$ cat config.mk
export PLATFORM = sky130hd
export DESIGN_NAME = cmp_branch_unit
export DESIGN_NICKNAME = d
export VERILOG_FILES = /design/src/rtl/cbu_pkg.sv /design/src/rtl/cbu_compare.sv /design/src/rtl/cbu_cond_eval.sv /design/src/rtl/cbu_pc_next.sv /design/src/rtl/cmp_branch_unit.sv
export SDC_FILE = /design/constraint.sdc
export NUM_CORES = 1
export LEC_CHECK = 0
export BUFFER_PORTS_ARGS = -buffer_cell sky130_fd_sc_hd__buf_2
export CAP_MARGIN = 25
export CORE_MARGIN = 2
export CORE_UTILIZATION = 35
export DETAILED_ROUTE_END_ITERATION = 12
export GPL_TIMING_DRIVEN = 0
export HOLD_SLACK_MARGIN = 0.1
export PLACE_DENSITY = 0.76
export SYNTH_ARGS = -nofsm -noshare
export SYNTH_HDL_FRONTEND = slang
export SYNTH_SLANG_ARGS = --single-unit
export TNS_END_PERCENT = 10
$ cat constraint.sdc
create_clock -name clk -period 9.8 [get_ports clk]
set_input_delay 0.98 -clock clk [delete_from_list [all_inputs] [get_ports clk]]
set_output_delay 0.98 -clock clk [all_outputs]
set_load 0.03 [all_outputs]
$ cat src/rtl/cbu_pkg.sv
package cbu_pkg;

    typedef enum logic [2:0] {
        CC_ZSET  = 3'd0,
        CC_ZCLR  = 3'd1,
        CC_NSET  = 3'd2,
        CC_NCLR  = 3'd3,
        CC_CSET  = 3'd4,
        CC_ALWAY = 3'd5,
        CC_NEVA  = 3'd6,
        CC_NEVB  = 3'd7
    } cc_e;

    typedef struct packed {
        logic z;
        logic n;
        logic c;
    } flags_t;

    typedef struct packed {
        flags_t flags;
    } state_t;

endpackage

$ cat src/rtl/cbu_compare.sv
module cbu_compare #(
    parameter int W = 16
) (
    input  logic [W-1:0]   a,
    input  logic [W-1:0]   b,
    output cbu_pkg::flags_t res
);
    localparam logic [W:0] ONE = (W+1)'(1);

    logic [W:0]   sum;
    logic [W-1:0] diff;

    always_comb begin
        // a + ~b + 1: the carry out means no borrow
        sum   = {1'b0, a} + {1'b0, ~b} + ONE;
        diff  = sum[W-1:0];
        res.z = (diff == '0);
        res.n = diff[W-1];
        res.c = sum[W];
    end
endmodule

$ cat src/rtl/cbu_cond_eval.sv
module cbu_cond_eval (
    input  logic [2:0]      cc,
    input  cbu_pkg::flags_t fl,
    output logic            taken
);
    import cbu_pkg::*;

    always_comb begin
        unique case (cc_e'(cc))
            CC_ZSET:  taken = fl.z;
            CC_ZCLR:  taken = ~fl.z;
            CC_NSET:  taken = fl.n;
            CC_NCLR:  taken = ~fl.n;
            CC_CSET:  taken = fl.c;
            CC_ALWAY: taken = 1'b1;
            default:  taken = 1'b0;
        endcase
    end
endmodule

$ cat src/rtl/cbu_pc_next.sv
module cbu_pc_next #(
    parameter int W     = 16,
    parameter int OFS_W = 11
) (
    input  logic [W-1:0]     pc,
    input  logic [OFS_W-1:0] ofs,
    input  logic             take,
    output logic [W-1:0]     npc
);
    logic [W-1:0] ofs_ext;

    generate
        if (OFS_W < W) begin : g_sext
            localparam int EXT = W - OFS_W;
            assign ofs_ext = {{EXT{ofs[OFS_W-1]}}, ofs};
        end else begin : g_trunc
            assign ofs_ext = ofs[W-1:0];
        end
    endgenerate

    always_comb begin
        npc = take ? (pc + ofs_ext) : (pc + W'(1));
    end
endmodule

$ cat src/rtl/cmp_branch_unit.sv
module cmp_branch_unit #(
    parameter int DATA_W = 16,
    parameter int OFS_W  = 11
) (
    input  logic              clk,
    input  logic              rst,
    input  logic              cmp_go,
    input  logic              imm_sel,
    input  logic [DATA_W-1:0] op_a,
    input  logic [DATA_W-1:0] op_b_reg,
    input  logic [DATA_W-1:0] op_b_imm,
    input  logic [2:0]        br_cc,
    input  logic [OFS_W-1:0]  br_ofs,
    input  logic [DATA_W-1:0] pc,
    output logic              flag_z,
    output logic              flag_n,
    output logic              flag_c,
    output logic              br_taken,
    output logic [DATA_W-1:0] next_pc
);
    import cbu_pkg::*;

    state_t            st_d, st_q;
    flags_t            cmp_res;
    logic [DATA_W-1:0] operand2;
    logic              take;

    assign operand2 = imm_sel ? op_b_imm : op_b_reg;

    cbu_compare #(.W(DATA_W)) u_cmp (
        .a   (op_a),
        .b   (operand2),
        .res (cmp_res)
    );

    cbu_cond_eval u_cond (
        .cc    (br_cc),
        .fl    (st_q.flags),
        .taken (take)
    );

    cbu_pc_next #(.W(DATA_W), .OFS_W(OFS_W)) u_pc (
        .pc   (pc),
        .ofs  (br_ofs),
        .take (take),
        .npc  (next_pc)
    );

    always_comb begin
        st_d = st_q;
        if (cmp_go) begin
            st_d.flags = cmp_res;
        end
    end

    always_ff @(posedge clk) begin
        if (rst) begin
            st_q <= '0;
        end else begin
            st_q <= st_d;
        end
    end

    assign flag_z   = st_q.flags.z;
    assign flag_n   = st_q.flags.n;
    assign flag_c   = st_q.flags.c;
    assign br_taken = take;
endmodule

==> run_results.csv <==
group,metric,value,unit
status,status,"finished clean",
global_route,grt_usage,17.6,%
layout,fin_util,48.8,%
setup_path,required,8820,ps
setup_path,path_max_fanout,10,
floorplan,coreArea,5170,um2
timing,finalSetupViolations,0,
clock_network,cts_buffer_depth,2,
clock_network,cts_setup_buffers,0,
global_route,met3_usage,2.79,%
synthesis,ys_ff_latch,3,
timing,relSlewSlack,50.2,%
clock_network,hold_buffers,0,
pwr,leakagePower,1.33,nW
synthesis,synth.largest_area_cell,"ha_1",
layout,nFillCells,517,
setup_path,cpLargestDelayFamily,"compound AO/OA/AOI/OAI gates",
global_route,grt_max_degree,11,
floorplan,die_x,77.5,um
clock_network,cts-buffers-inserted,3,
floorplan,die_area,6010,um2
setup_path,r2r-start,"flag_c",
pwr,p_total,260,uW
synthesis,synth_warnings,0,
routing,wl_per_cell,12.6,um
synthesis,yosys-top-cells-count,"ha_1, mux2i_1, nor2_1, inv_1, a21oi_1",
global_route,met1_usage,22.5,%
routing,drtIter0Drc,61,
clock_network,htreeDepth,1,
synthesis,synth.area.top_cells,"ha_1, mux2i_1, xnor2_1",
setup_path,critPathSlowestCell,"or4b_1",
timing,tns,0,ps
setup_path,critPathLaunchType,"input pin",
timing,tightest_slew,746,ps
routing,vias,2282,
timing,finalHoldViolations,0,
synthesis,netlist.area_leader.share,20.5,%
timing,max_freq,0.187,GHz
global_route,antenna_found_initial,0,
layout,diodes,0,
clock_network,clkSlewWorstSetupHoldPaths,30,ps
place,portBuffers,100,
synthesis,ys_types,51,
global_route,busiest_layer,"met2",
place,dpl_cell_area,2480,um2
synthesis,synth-async-reset-ratio,0,%
global_route,grt_pass1_wl,9.05,mm
global_route,grt.met2_usage,32.9,%
routing,ant_nets,0,
pwr,p_per_area,103,nW/um2
layout,syn_to_final_growth,33.5,%
clock_network,clkSinkCount,3,
clock_network,ctsResizeCount,0,
floorplan,io_pins,102,
flow_run,max_cap_viol_count,0,
timing,fin_crit_sh,54.7,%
synthesis,synth.cell_area,1890,um2
synthesis,syn-instance-count,250,
worst_hold_path,hp-class,"flip-flop to flip-flop",
timing,rsz0062_at_grt,"no",
setup_path,crit_top_cell,"buf_2",
routing,drc,0,
timing,fin_skew,0,ps
synthesis,synth-edff-count,0,
floorplan,start_util,36.6,%
floorplan,fp.dieH,77.5,um
setup_path,end_kind,"primary output",
timing,layout_min_cycle_time,5360,ps
synthesis,syn-num-nets,365,
setup_path,path_buf_inv,3,
routing,vias_per_cell,5.38,
timing,drv_slew,0,
setup_path,slowest_delay,500,ps
synthesis,synth.avg_cell_area,7.57,um2
place,gp_congestion,0.900,
synthesis,ys_seq_area_share,3.17,%
routing,firstDrtPassIters,4,
place,dpl.hpwl,4.59,mm
clock_network,clockRootBuffer,"clkbuf_8",
synthesis,ys.flop_type,"dfxtp_1",
synthesis,synth.most_common_cell,"ha_1",
pwr,peakVddDrop,0.0655,mV
global_route,grt_pass1_vias,2153,
setup_path,crit_chain,"buf_2, o21bai_1, a221oi_1, clkbuf_1, and2_1, ha_1, nor2b_1, o21ai_1, a21boi_1, nor3_1, o31ai_1, a31o_1, or4b_1, nand3_1, buf_2",
routing,routed_wl,5.34,mm
global_route,grt.overflow.total,0,
worst_hold_path,holdCritStartpoint,"flag_c",
floorplan,placement_rows,26,
clock_network,clock_latency,210,ps
clock_network,tritoncts,"yes",
layout,finalInstanceArea,2520,um2
setup_path,worst_ep_arrival_time,4380,ps
layout,fin_nets,470,
setup_path,startpoint,"br_cc[1]",
setup_path,critPathKind,"input pin to primary output",
layout,drive_gt1_share,30.5,%
## per-stage QoR
step,hold WS [ps],instances,setup slack (ps)
6_report,524,424,4440
5_1_grt,559,424,4170
4_1_cts,524,424,4480
3_5_place_dp,519,420,4480
3_3_place_gp,504,420,4600
2_1_floorplan,624,250,4790
## worst min-delay path, stage by stage, from the launching register on
cell      delay [ps]
dfxtp_1          310
nor2_1           110
a211oi_1          50
## where the power goes
group / leakage (nW) / switching [mW] / total [mW] / internal, mW
sequential: 0.0246 / 0.000847 / 0.0141 / 0.0132
clock: 0.0228 / 0.00817 / 0.0359 / 0.0277
combinational: 1.29 / 0.125 / 0.210 / 0.0846
## cell families (layout without fill, tap and decap cells)
| family | count (synthesis) | after routing | share of synthesized area [%] |
|---|---|---|---|
| XOR/XNOR | 18 | 18 | 8.33 |
| flip-flops | 3 | 3 | 3.17 |
| AND/OR/NAND/NOR | 74 | 74 | 21.2 |
| AO/OA/AOI/OAI | 81 | 81 | 29.4 |
| adder cells (fa/ha/maj) | 33 | 33 | 22.6 |
| multiplexers | 20 | 20 | 10.6 |
| buffers and inverters | 21 | 125 | 4.63 |
## cells in the final DEF (no fill, tap or decap), drive strengths merged, types with 7 or more instances in the layout
cell    count
a21o       11
a21oi      16
a31oi       7
and2       10
buf       102
clkbuf      7
ha         31
inv        16
mux2i      19
nand2       9
nor2       17
nor2b       7
nor3        9
o21ai      11
xnor2      12
## state kept, by name, indices dropped and copies added, names as in the netlist
signal / flops
flag_c: 1
flag_n: 1
flag_z: 1
## path summary, 6_finish.rpt
check	slack, ps	end	cells past startpoint
setup reg to reg	9130	flag_c	2
hold reg to reg	520	flag_c	2
setup / recovery	4440	next_pc[14]	15
hold / removal	520	flag_c	2
## area by class of cell
cell class                 instances  area, um2  share of cell area (%)
tap                               70       87.6                    3.47
multi-input combinational        226       1740                    69.1
clock buffer                       4       45.0                    1.78
buffer                             5       27.5                    1.09
inverter                          16       60.1                    2.38
sequential                         3       60.1                    2.38
timing repair buffer             100        500                    19.8
## per-layer routing
layer	vias up	share of wire [%]	wire [um]
met5	-	0	0
met4	0	0	0
met3	0	6.1	324
met2	75	50	2650
met1	1054	44	2360
li1	1153	-	-
(Power assumes the default switching activity.)
